===== src/rtl/ee2w_pkg.sv =====
package ee2w_pkg;
  typedef enum logic [2:0] {
    ST_IDLE,
    ST_SEL,
    ST_WADR,
    ST_WDAT,
    ST_RDAT,
    ST_RACK
  } ee_state_e;

  localparam logic [3:0] SEL_PREFIX = 4'b1010;
endpackage


===== src/rtl/ee2w_sync.sv =====
module ee2w_sync #(
  parameter int STAGES = 2
) (
  input  logic clk_i,
  input  logic rst_ni,
  input  logic scl_i,
  input  logic sda_i,
  output logic sda_o,
  output logic scl_rise_o,
  output logic scl_fall_o,
  output logic start_o,
  output logic stop_o
);
  localparam int NLINES = 2;

  logic [NLINES-1:0] raw, syn, prev;
  assign raw = {scl_i, sda_i};

  for (genvar g = 0; g < NLINES; g++) begin : g_line
    logic [STAGES-1:0] chain;
    always_ff @(posedge clk_i or negedge rst_ni) begin
      if (!rst_ni) chain <= '1;
      else         chain <= {chain[STAGES-2:0], raw[g]};
    end
    assign syn[g] = chain[STAGES-1];
  end

  always_ff @(posedge clk_i or negedge rst_ni) begin
    if (!rst_ni) prev <= '1;
    else         prev <= syn;
  end

  assign sda_o      = syn[0];
  assign scl_rise_o = syn[1] & ~prev[1];
  assign scl_fall_o = ~syn[1] & prev[1];
  assign start_o    = syn[1] & prev[1] & prev[0] & ~syn[0];
  assign stop_o     = syn[1] & prev[1] & ~prev[0] & syn[0];
endmodule


===== src/rtl/ee2w_addr_cnt.sv =====
module ee2w_addr_cnt #(
  parameter int AW     = 10,
  parameter int PAGE_W = 4
) (
  input  logic          clk_i,
  input  logic          rst_ni,
  input  logic          ld_i,
  input  logic [AW-1:0] ld_val_i,
  input  logic          inc_page_i,
  input  logic          inc_full_i,
  output logic [AW-1:0] cnt_o
);
  always_ff @(posedge clk_i or negedge rst_ni) begin
    if (!rst_ni)         cnt_o <= '0;
    else if (ld_i)       cnt_o <= ld_val_i;
    else if (inc_page_i) cnt_o <= {cnt_o[AW-1:PAGE_W], cnt_o[PAGE_W-1:0] + 1'b1};
    else if (inc_full_i) cnt_o <= cnt_o + 1'b1;
  end
endmodule


===== src/rtl/ee2w_ctrl.sv =====
module ee2w_ctrl
  import ee2w_pkg::*;
#(
  parameter int AW = 10
) (
  input  logic          clk_i,
  input  logic          rst_ni,
  input  logic          scl_rise_i,
  input  logic          scl_fall_i,
  input  logic          start_i,
  input  logic          stop_i,
  input  logic          sda_i,
  input  logic          bank_sel_i,
  input  logic          prog_busy_i,
  input  logic [AW-1:0] addr_i,
  input  logic [7:0]    rd_data_i,
  output logic          ld_o,
  output logic [AW-1:0] ld_val_o,
  output logic          inc_page_o,
  output logic          inc_full_o,
  output logic          sda_oe_o,
  output logic          wr_stb_o,
  output logic [AW-1:0] wr_addr_o,
  output logic [7:0]    wr_data_o,
  output logic          commit_o,
  output logic          rd_req_o,
  output logic [AW-1:0] rd_addr_o
);
  localparam int HI_W = AW - 8;

  ee_state_e       state;
  logic [2:0]      bit_cnt;
  logic [7:0]      rx_sh, tx_sh, rx_byte;
  logic [HI_W-1:0] hi_q;
  logic            ack_arm, in_ack, rd_mode, wrote, nxt_rd, rd_wait;
  logic            rx_state, byte_done, sel_ok, rack_ack;

  assign rx_state  = (state == ST_SEL) || (state == ST_WADR) || (state == ST_WDAT);
  assign rx_byte   = {rx_sh[6:0], sda_i};
  assign byte_done = !start_i && !stop_i && rx_state && scl_rise_i && !in_ack && (bit_cnt == 3'd7);
  assign sel_ok    = (rx_byte[7:4] == SEL_PREFIX) && (rx_byte[3] == bank_sel_i) && !prog_busy_i;
  assign rack_ack  = !start_i && !stop_i && (state == ST_RACK) && scl_rise_i && !sda_i;

  assign ld_o       = byte_done && (state == ST_WADR);
  assign ld_val_o   = {hi_q, rx_byte};
  assign inc_page_o = byte_done && (state == ST_WDAT);
  assign inc_full_o = (byte_done && (state == ST_SEL) && sel_ok && rx_byte[0]) || rack_ack;

  always_ff @(posedge clk_i or negedge rst_ni) begin
    if (!rst_ni) begin
      state     <= ST_IDLE;
      bit_cnt   <= '0;
      rx_sh     <= '0;
      tx_sh     <= '0;
      hi_q      <= '0;
      ack_arm   <= 1'b0;
      in_ack    <= 1'b0;
      rd_mode   <= 1'b0;
      wrote     <= 1'b0;
      nxt_rd    <= 1'b0;
      rd_wait   <= 1'b0;
      sda_oe_o  <= 1'b0;
      wr_stb_o  <= 1'b0;
      wr_addr_o <= '0;
      wr_data_o <= '0;
      commit_o  <= 1'b0;
      rd_req_o  <= 1'b0;
      rd_addr_o <= '0;
    end else begin
      wr_stb_o <= 1'b0;
      commit_o <= 1'b0;
      rd_req_o <= 1'b0;
      rd_wait  <= rd_req_o;
      if (rd_wait) tx_sh <= rd_data_i;

      if (start_i) begin
        state    <= ST_SEL;
        bit_cnt  <= '0;
        sda_oe_o <= 1'b0;
        ack_arm  <= 1'b0;
        in_ack   <= 1'b0;
        nxt_rd   <= 1'b0;
        wrote    <= 1'b0;
      end else if (stop_i) begin
        if (state == ST_WDAT && wrote) commit_o <= 1'b1;
        state    <= ST_IDLE;
        sda_oe_o <= 1'b0;
        ack_arm  <= 1'b0;
        in_ack   <= 1'b0;
        nxt_rd   <= 1'b0;
        wrote    <= 1'b0;
      end else begin
        unique case (state)
          ST_SEL, ST_WADR, ST_WDAT: begin
            if (scl_rise_i && !in_ack) begin
              rx_sh   <= rx_byte;
              bit_cnt <= bit_cnt + 3'd1;
              if (bit_cnt == 3'd7) begin
                if (state == ST_SEL) begin
                  if (sel_ok) begin
                    ack_arm <= 1'b1;
                    hi_q    <= rx_byte[HI_W:1];
                    rd_mode <= rx_byte[0];
                    if (rx_byte[0]) begin
                      rd_req_o  <= 1'b1;
                      rd_addr_o <= addr_i;
                    end
                  end else begin
                    state <= ST_IDLE;
                  end
                end else if (state == ST_WADR) begin
                  ack_arm <= 1'b1;
                end else begin
                  ack_arm   <= 1'b1;
                  wr_stb_o  <= 1'b1;
                  wr_addr_o <= addr_i;
                  wr_data_o <= rx_byte;
                  wrote     <= 1'b1;
                end
              end
            end
            if (scl_fall_i) begin
              if (ack_arm) begin
                sda_oe_o <= 1'b1;
                in_ack   <= 1'b1;
                ack_arm  <= 1'b0;
              end else if (in_ack) begin
                in_ack <= 1'b0;
                if (state == ST_SEL && rd_mode) begin
                  state    <= ST_RDAT;
                  sda_oe_o <= ~tx_sh[7];
                end else begin
                  sda_oe_o <= 1'b0;
                  if (state == ST_SEL)       state <= ST_WADR;
                  else if (state == ST_WADR) state <= ST_WDAT;
                end
              end
            end
          end
          ST_RDAT: begin
            if (scl_fall_i && bit_cnt != 3'd0) sda_oe_o <= ~tx_sh[3'd7 - bit_cnt];
            if (scl_rise_i) begin
              bit_cnt <= bit_cnt + 3'd1;
              if (bit_cnt == 3'd7) begin
                state  <= ST_RACK;
                nxt_rd <= 1'b0;
              end
            end
          end
          ST_RACK: begin
            if (scl_fall_i) begin
              if (nxt_rd) begin
                state    <= ST_RDAT;
                nxt_rd   <= 1'b0;
                sda_oe_o <= ~tx_sh[7];
              end else begin
                sda_oe_o <= 1'b0;
              end
            end
            if (scl_rise_i) begin
              if (!sda_i) begin
                rd_req_o  <= 1'b1;
                rd_addr_o <= addr_i;
                nxt_rd    <= 1'b1;
              end else begin
                state <= ST_IDLE;
              end
            end
          end
          default: ;
        endcase
      end
    end
  end
endmodule


===== src/rtl/ee2w_target.sv =====
module ee2w_target #(
  parameter int AW          = 10,
  parameter int PAGE_W      = 4,
  parameter int SYNC_STAGES = 2
) (
  input  logic          clk_i,
  input  logic          rst_ni,
  input  logic          scl_i,
  input  logic          sda_i,
  input  logic          bank_sel_i,
  input  logic          prog_busy_i,
  input  logic [7:0]    rd_data_i,
  output logic          sda_oe_o,
  output logic          wr_stb_o,
  output logic [AW-1:0] wr_addr_o,
  output logic [7:0]    wr_data_o,
  output logic          commit_o,
  output logic          rd_req_o,
  output logic [AW-1:0] rd_addr_o
);
  logic          sda_s, scl_rise, scl_fall, start_det, stop_det;
  logic          ld, inc_page, inc_full;
  logic [AW-1:0] ld_val, addr;

  ee2w_sync #(.STAGES(SYNC_STAGES)) u_sync (
    .clk_i, .rst_ni, .scl_i, .sda_i,
    .sda_o(sda_s), .scl_rise_o(scl_rise), .scl_fall_o(scl_fall),
    .start_o(start_det), .stop_o(stop_det)
  );

  ee2w_addr_cnt #(.AW(AW), .PAGE_W(PAGE_W)) u_cnt (
    .clk_i, .rst_ni, .ld_i(ld), .ld_val_i(ld_val),
    .inc_page_i(inc_page), .inc_full_i(inc_full), .cnt_o(addr)
  );

  ee2w_ctrl #(.AW(AW)) u_ctrl (
    .clk_i, .rst_ni,
    .scl_rise_i(scl_rise), .scl_fall_i(scl_fall),
    .start_i(start_det), .stop_i(stop_det), .sda_i(sda_s),
    .bank_sel_i, .prog_busy_i, .addr_i(addr), .rd_data_i,
    .ld_o(ld), .ld_val_o(ld_val), .inc_page_o(inc_page), .inc_full_o(inc_full),
    .sda_oe_o, .wr_stb_o, .wr_addr_o, .wr_data_o, .commit_o, .rd_req_o, .rd_addr_o
  );
endmodule


===== config.mk =====
export PLATFORM = sky130hd
export DESIGN_NAME = ee2w_target
export DESIGN_NICKNAME = d
export VERILOG_FILES = /design/src/rtl/ee2w_pkg.sv /design/src/rtl/ee2w_sync.sv /design/src/rtl/ee2w_addr_cnt.sv /design/src/rtl/ee2w_ctrl.sv /design/src/rtl/ee2w_target.sv
export SDC_FILE = /design/constraint.sdc
export NUM_CORES = 1
export LEC_CHECK = 0
export CORE_ASPECT_RATIO = 2
export CORE_MARGIN = 8
export CORE_UTILIZATION = 55
export CTS_CLUSTER_SIZE = 28
export DETAILED_ROUTE_END_ITERATION = 8
export GPL_TIMING_DRIVEN = 0
export PLACE_DENSITY = 0.77
export SKIP_LAST_GASP = 1
export SYNTH_ARGS = -nofsm -noshare
export SYNTH_HDL_FRONTEND = slang
export SYNTH_SLANG_ARGS = --single-unit

===== constraint.sdc =====
create_clock -name clk_i -period 2.68 [get_ports clk_i]
set_input_delay 0.536 -clock clk_i [delete_from_list [all_inputs] [get_ports clk_i]]
set_output_delay 0.536 -clock clk_i [all_outputs]
set_load 0.01 [all_outputs]

Word-level counts from Yosys, hierarchy flattened

Index checks and enable logic that the tools add are counted.

Multipliers: 0
Reduce and logical (&&, ||, !) cells: 50
Muxes and demuxes: 96
Add/subtract/negate cells: 4
Bitwise gates (word level): 17
Magnitude comparators: 1
Equality and inequality tests: 27
Shifts and indexed selects: 0
Divide/modulo/power cells: 0

Operators by type and width:

| kind                                                | count |
|---|---|
| two-way mux 10 bit                                  | 10 |
| two-way mux 3 bit                                   | 22 |
| two-way mux 1 bit                                   | 57 |
| nonzero test 3 bit                                  | 7 |
| != test 4 x 1 -> 1 bit, second input constant       | 5 |
| case mux 10 bit (2 select lines)                    | 1 |
| logical AND 1 bit                                   | 19 |
| AND reduction 7 bit                                 | 2 |
| != test 2 x 1 -> 1 bit, second input constant       | 6 |
| != test 3 x 1 -> 1 bit, second input constant       | 4 |
| adder 10 x 1 -> 10 bit, second input constant       | 1 |
| inverter 1 bit                                      | 10 |
| AND reduction 10 bit                                | 1 |
| AND reduction 5 bit                                 | 2 |
| equality test 3 bit, second input constant          | 3 |
| case mux 3 bit (3 select lines)                     | 1 |
| AND reduction 4 bit                                 | 2 |
| bitwise AND 1 bit                                   | 7 |
| equality test 3 x 2 -> 1 bit, second input constant | 2 |
| != test 2 bit, second input constant                | 3 |
| case mux 3 bit (2 select lines)                     | 1 |
| AND reduction 3 bit                                 | 2 |
| zero test 1 bit                                     | 5 |
| != test 5 x 1 -> 1 bit, second input constant       | 1 |
| other kinds (16)                                    | 21 |

Bits of input ports: 14
Bits in writable memories: 0
Memories kept: 0
Register bits: 77
Latch bits: 0
ROM bits: 0
Word-level logic and storage cells: 218
Output and inout port bits: 32

Depth between registers and ports, before layout

Depth after elaboration: 16
Mapped depth: 9
Depth with buffers taken out: 8

Cells and area by module

Synthesis repeated with hierarchy kept, for this count alone.

Cells, all modules: 296
Area, all modules: 3565.9 um2

Modules (own cells, without submodules):

| module        | cells an instance | instances | area an instance (um2) | sequential area each (um2) |
|---|---|---|---|---|
| ee2w_ctrl     | 223               | 1         | 2808.9                 | 1526.5 |
| ee2w_addr_cnt | 63                | 1         | 566.8                  | 250.2 |
| ee2w_sync     | 10                | 1         | 190.2                  | 157.7 |

Least setup slack after synthesis

OpenSTA, ideal clock, no wires.

Path kind: flip-flop to flip-flop
From: reg u_ctrl.bit_cnt[0]
To: reg u_cnt.cnt_o[8]
Library setup time: 126 ps
Setup slack: 575 ps
Stages on the path, launching flop included: 9
Path buffers: 1
Clock period less this slack: 2105 ps
Required time: 2554 ps
Data arrival time: 1979 ps
Cells stage by stage: dfrtp_1 > ha_1 > ha_1 > nand3b_1 > nor3_1 > a41oi_1 > buf_2 > nor4_1 > a221o_1

Word-level cells in the longest chain between the ends: 8
Elaborated cells between the ends (all ways): 12
Those cells by class: eq/ne: 2; mux: 1; reduce/logical: 9

RTL lines:

| what                                 | RTL line            | source |
|---|---|---|
| start, declared                      | ee2w_ctrl.sv:32     | `logic [2:0] bit_cnt;` |
| start signal, assigned               | ee2w_ctrl.sv:97     | `bit_cnt <= bit_cnt + 3'd1;` |
| start signal, assigned               | ee2w_ctrl.sv:143    | `bit_cnt <= bit_cnt + 3'd1;` |
| equality test 3 bit *                | ee2w_ctrl.sv:40     | `assign byte_done = !start_i && !stop_i && rx_state && scl_rise_i && !in_ack && (bit_cnt == 3'd7);` |
| logical AND 1 bit *                  | ee2w_ctrl.sv:40     |  |
| logical AND 1 bit (3 in a row)       | ee2w_ctrl.sv:47     | `assign inc_full_o = (byte_done && (state == ST_SEL) && sel_ok && rx_byte[0]) \|\| rack_ack;` |
| logical OR 1 bit                     | ee2w_ctrl.sv:47     |  |
| nonzero test 2 bit (no source line)  | --                  |  |
| AND reduction 2 bit (no source line) | --                  |  |
| end signal, assigned                 | ee2w_addr_cnt.sv:15 | `else if (ld_i) cnt_o <= ld_val_i;` |
| end signal, assigned                 | ee2w_addr_cnt.sv:16 | `else if (inc_page_i) cnt_o <= {cnt_o[AW-1:PAGE_W], cnt_o[PAGE_W-1:0] + 1'b1};` |
| end signal, assigned                 | ee2w_addr_cnt.sv:17 | `else if (inc_full_i) cnt_o <= cnt_o + 1'b1;` |
| end, declared                        | ee2w_addr_cnt.sv:11 | `output logic [AW-1:0] cnt_o` |

Every way passes the cells marked *; elsewhere a longest branch is shown, timed or not.
A chain may end at the register's enable or synchronous reset.

Final worst setup path

From: reg u_ctrl.bit_cnt[0]
To: reg u_ctrl.rd_addr_o[5]

Word-level cells in the longest chain between the ends: 3

RTL lines:

| what                                    | RTL line         | source |
|---|---|---|
| equality test 3 bit                     | ee2w_ctrl.sv:98  | `if (bit_cnt == 3'd7) begin` |
| != test 2 x 1 -> 1 bit (no source line) | --               |  |
| AND reduction 10 bit (no source line)   | --               |  |
| end signal, assigned                    | ee2w_ctrl.sv:106 | `rd_addr_o <= addr_i;` |
| end signal, assigned                    | ee2w_ctrl.sv:163 | `rd_addr_o <= addr_i;` |
| end, declared                           | ee2w_ctrl.sv:27  | `output logic [AW-1:0] rd_addr_o` |

Every way passes these cells.

==> impl_metrics.prom <==
# TYPE chip_impl_metric gauge
chip_impl_metric{name="floorplan.rows",unit=""} 41
chip_impl_metric{name="drv.max_cap_violation_count",unit=""} 0
chip_impl_metric{name="multi_input_comb_area",unit="um2"} 1540
chip_impl_metric{name="detailed_place_hpwl",unit="um"} 6130
chip_impl_metric{name="leakage",unit="nW"} 2.05
chip_impl_metric{name="max-slew-margin-rel",unit="%"} 55.2
chip_impl_info{name="endpoint_kind",value="flip-flop"} 1
chip_impl_metric{name="floorplan.initialDensity",unit="%"} 56.5
chip_impl_metric{name="ctsHoldBuffers",unit=""} 0
chip_impl_metric{name="synth_enable_flop_cells",unit=""} 0
chip_impl_metric{name="timing.critical_path.arrival",unit="ps"} 2670
chip_impl_metric{name="drtAntennaViolNets",unit=""} 0
chip_impl_metric{name="finalCritPeriodShare",unit="%"} 91.6
chip_impl_metric{name="worstPathMaxFanout",unit=""} 10
chip_impl_info{name="run_status",value="completed"} 1
chip_impl_metric{name="hold_ws",unit="ps"} 156
chip_impl_metric{name="dp.cells",unit=""} 436
chip_impl_info{name="mostFrequentLayoutCell",value="dfrtp_1"} 1
chip_impl_metric{name="drt_wl_total",unit="um"} 8060
chip_impl_info{name="tritoncts",value="done"} 1
chip_impl_metric{name="insertedDiodeCount",unit=""} 0
chip_impl_metric{name="synth_seq_area_share",unit="%"} 54.3
chip_impl_metric{name="final_cell_count_no_fill",unit=""} 451
chip_impl_metric{name="ys_async_sr_fraction",unit="%"} 100
chip_impl_metric{name="detail_route.first_pass.iterations",unit=""} 4
chip_impl_metric{name="clock_sinks",unit=""} 77
chip_impl_metric{name="detail_route.iter0.violations",unit=""} 186
chip_impl_metric{name="synth_fp_nets",unit=""} 322
chip_impl_metric{name="placement.io_buffers",unit=""} 45
chip_impl_metric{name="cp.required",unit="ps"} 2890
chip_impl_metric{name="syn2layout_area_growth",unit="%"} 24.5
chip_impl_metric{name="finish.net_count",unit=""} 379
chip_impl_metric{name="power-per-cell-area",unit="nW/um2"} 686
chip_impl_metric{name="worst_setup_hold_path_clk_slew",unit="ps"} 60
chip_impl_metric{name="io_pins",unit=""} 46
chip_impl_metric{name="htree_num_levels",unit=""} 3
chip_impl_metric{name="die_h",unit="um"} 130
chip_impl_info{name="start_kind",value="flip-flop"} 1
chip_impl_info{name="layout.cells.most_common_list",value="71 x dfrtp_1, 44 x clkdlybuf4s50_1, 39 x nand2_1, 26 x mux2_2, 17 x nor2_1"} 1
chip_impl_metric{name="drc_errors",unit=""} 0
chip_impl_metric{name="hold_viol",unit=""} 0
chip_impl_metric{name="maxClockFrequency",unit="MHz"} 407
chip_impl_metric{name="insertion_delay",unit="ps"} 330
chip_impl_metric{name="final-setup-viol-count",unit=""} 0
chip_impl_metric{name="reg2regPathDepth",unit=""} 8
chip_impl_metric{name="register_area",unit="um2"} 1930
chip_impl_metric{name="skew",unit="ps"} 6.96
chip_impl_metric{name="via_per_inst",unit=""} 5.82
chip_impl_metric{name="pin_count_of_the_biggest_net_entering_global_routing",unit=""} 43
chip_impl_info{name="grt_setup_unrepaired",value="false"} 1
chip_impl_metric{name="syn_avg_cell_area",unit="um2"} 11.7
chip_impl_info{name="clk_root_buffer_cell",value="clkbuf_16"} 1
chip_impl_metric{name="yosysUniqueCellTypes",unit=""} 58
chip_impl_metric{name="postSynthCellCount",unit=""} 304
chip_impl_metric{name="cts_max_path_buffers",unit=""} 2
chip_impl_metric{name="floorplan.die_area",unit="um2"} 9470
chip_impl_metric{name="first_global_vias",unit=""} 2820
chip_impl_info{name="worst-setup-path-type",value="reg -> reg"} 1
chip_impl_metric{name="vdd_ir_drop_max",unit="uV"} 509
chip_impl_metric{name="tritoncts.num_buffers",unit=""} 9
chip_impl_metric{name="die_w",unit="um"} 72.9
chip_impl_metric{name="gp_routability_congestion",unit=""} 0.909
chip_impl_metric{name="final.fill_count",unit=""} 496
chip_impl_metric{name="drive_gt1_share",unit="%"} 21.6
chip_impl_metric{name="ys_ff_latch",unit=""} 77
chip_impl_metric{name="first_pass_grt_wire_length",unit="um"} 13400
chip_impl_metric{name="core-area",unit="um2"} 6310
chip_impl_metric{name="final_period_minus_worst_setup_slack",unit="ps"} 2450
chip_impl_metric{name="syn-cell-area",unit="um2"} 3560
chip_impl_metric{name="timing.final.max_slew_violations",unit=""} 0
chip_impl_info{name="yosys_most_used_dff",value="dfrtp_1"} 1
chip_impl_metric{name="grt_overflow",unit=""} 0
chip_impl_metric{name="max_slew.worst_pin.slew",unit="ps"} 667
chip_impl_metric{name="synth-warning-count",unit=""} 0
chip_impl_metric{name="grt_use_total",unit="%"} 18.7
chip_impl_metric{name="drt-wirelength-per-cell",unit="um"} 17.9
chip_impl_metric{name="antenna_found_initial",unit=""} 0
chip_impl_metric{name="vias",unit=""} 2626
chip_impl_info{name="hold_path_class",value="in -> async"} 1
per-layer routing:
metal	routed length (um)	vias to the layer above	track usage (%)
met2	4650	66	34.8
met1	2800	1322	17.4
li1	-	1218	-
met4	318	0	11.4
met3	290	20	4.61
met5	0	-	0
Yosys cell counts, drive strengths merged, types with 2 or more instances:
master	count	area, um2
a21oi	8	40.0
a221o	5	50.1
a32oi	2	17.5
and3	5	36.3
buf	8	50.0
clkbuf	5	18.8
dfrtp	71	1780
dfstp	6	158
ha	4	50.1
inv	7	26.3
mux2	36	443
mux2i	7	70.1
mux4	2	45.0
nand2	39	146
nand2b	6	45.0
nand3	9	45.0
nand4b	2	17.5
nor2	17	63.8
nor2b	3	18.8
nor3	9	50.1
nor3b	3	22.5
nor4	5	46.3
o21ai	15	86.3
o22ai	2	12.5
o32ai	2	17.5
or2	2	12.5
xor2	2	17.5
logic make-up after synthesis:
| kind of cell | share of synthesized area (%) |
|---|---|
| AO/OA/AOI/OAI | 9.48 |
| adder cells (fa/ha/maj) | 1.40 |
| flip-flops | 54.3 |
| XOR/XNOR | 0.737 |
| multiplexers | 15.7 |
| AND/OR/NAND/NOR | 15.8 |
| buffers and inverters | 2.67 |
report_power, final:
group	internal, mW	switching [mW]
combinational	0.227	0.229
sequential	1.27	0.139
clock	0.739	0.437
total	2.24	0.805
stage by stage:
stage / total power [mW] / TNS [ps] / worst slack [ps] / util (%) / cell area, um2
global placement: 1.87 / -106420 / -1450 / 65.3 / 4120
detailed placement: 1.89 / -234 / -62.7 / 65.6 / 4140
floorplan: 1.68 / 0 / 575 / - / 3560
global route: 3.18 / 0 / 35.4 / 70.3 / 4440
CTS: 3.08 / 0 / 207 / 70.2 / 4430
finish: 3.05 / 0 / 225 / 70.3 / 4440
final timing paths:
kind | start | to | slack, ps
worst max-delay path | u_ctrl.bit_cnt[0] | u_ctrl.rd_addr_o[5] | 230
worst min-delay path | rst_ni | u_ctrl.rd_addr_o[3] | 160
worst max register to register | u_ctrl.bit_cnt[0] | u_ctrl.rd_addr_o[5] | 230
worst min register to register | u_sync.g_line[1].chain[0] | u_sync.g_line[1].chain[1] | 360
max in group asynchronous | rst_ni | u_ctrl.state[1] | 1960
min in group clk_i | u_sync.g_line[1].chain[0] | u_sync.g_line[1].chain[1] | 360
sequential cells by signal, summed over array words and instances (netlist names), 4 cells and up:
| name | flops |
|---|---|
| u_ctrl.rd_addr_o | 10 |
| u_sync.g_line.chain | 4 |
| u_ctrl.rx_sh | 7 |
| u_ctrl.tx_sh | 8 |
| u_ctrl.wr_data_o | 8 |
| u_cnt.cnt_o | 10 |
| u_ctrl.wr_addr_o | 10 |
critical path: stages, from the launching register on:
cell and delay [ps]:
dfrtp_1 450, ha_1 260, ha_1 200, nand3b_1 290
nor3_2 90, a41oi_1 410, buf_2 300, buf_2 250
o21ai_0 90
final cells by class:
cell class,instances,area share (%)
Clock buffer,11,5.47
Buffer,13,1.55
Timing Repair Buffer,46,10.5
Multi-Input combinational cell,207,34.7
Sequential cell,77,43.6
Clock inverter,4,1.10
Inverter,7,0.592
Tap cell,86,2.43
repair_timing:
item	4_1_cts	5_1_grt
gates resized for setup	0	1
buffers inserted	0	0
endpoints found under the setup margin	0	1
(Power assumes the default switching activity.)
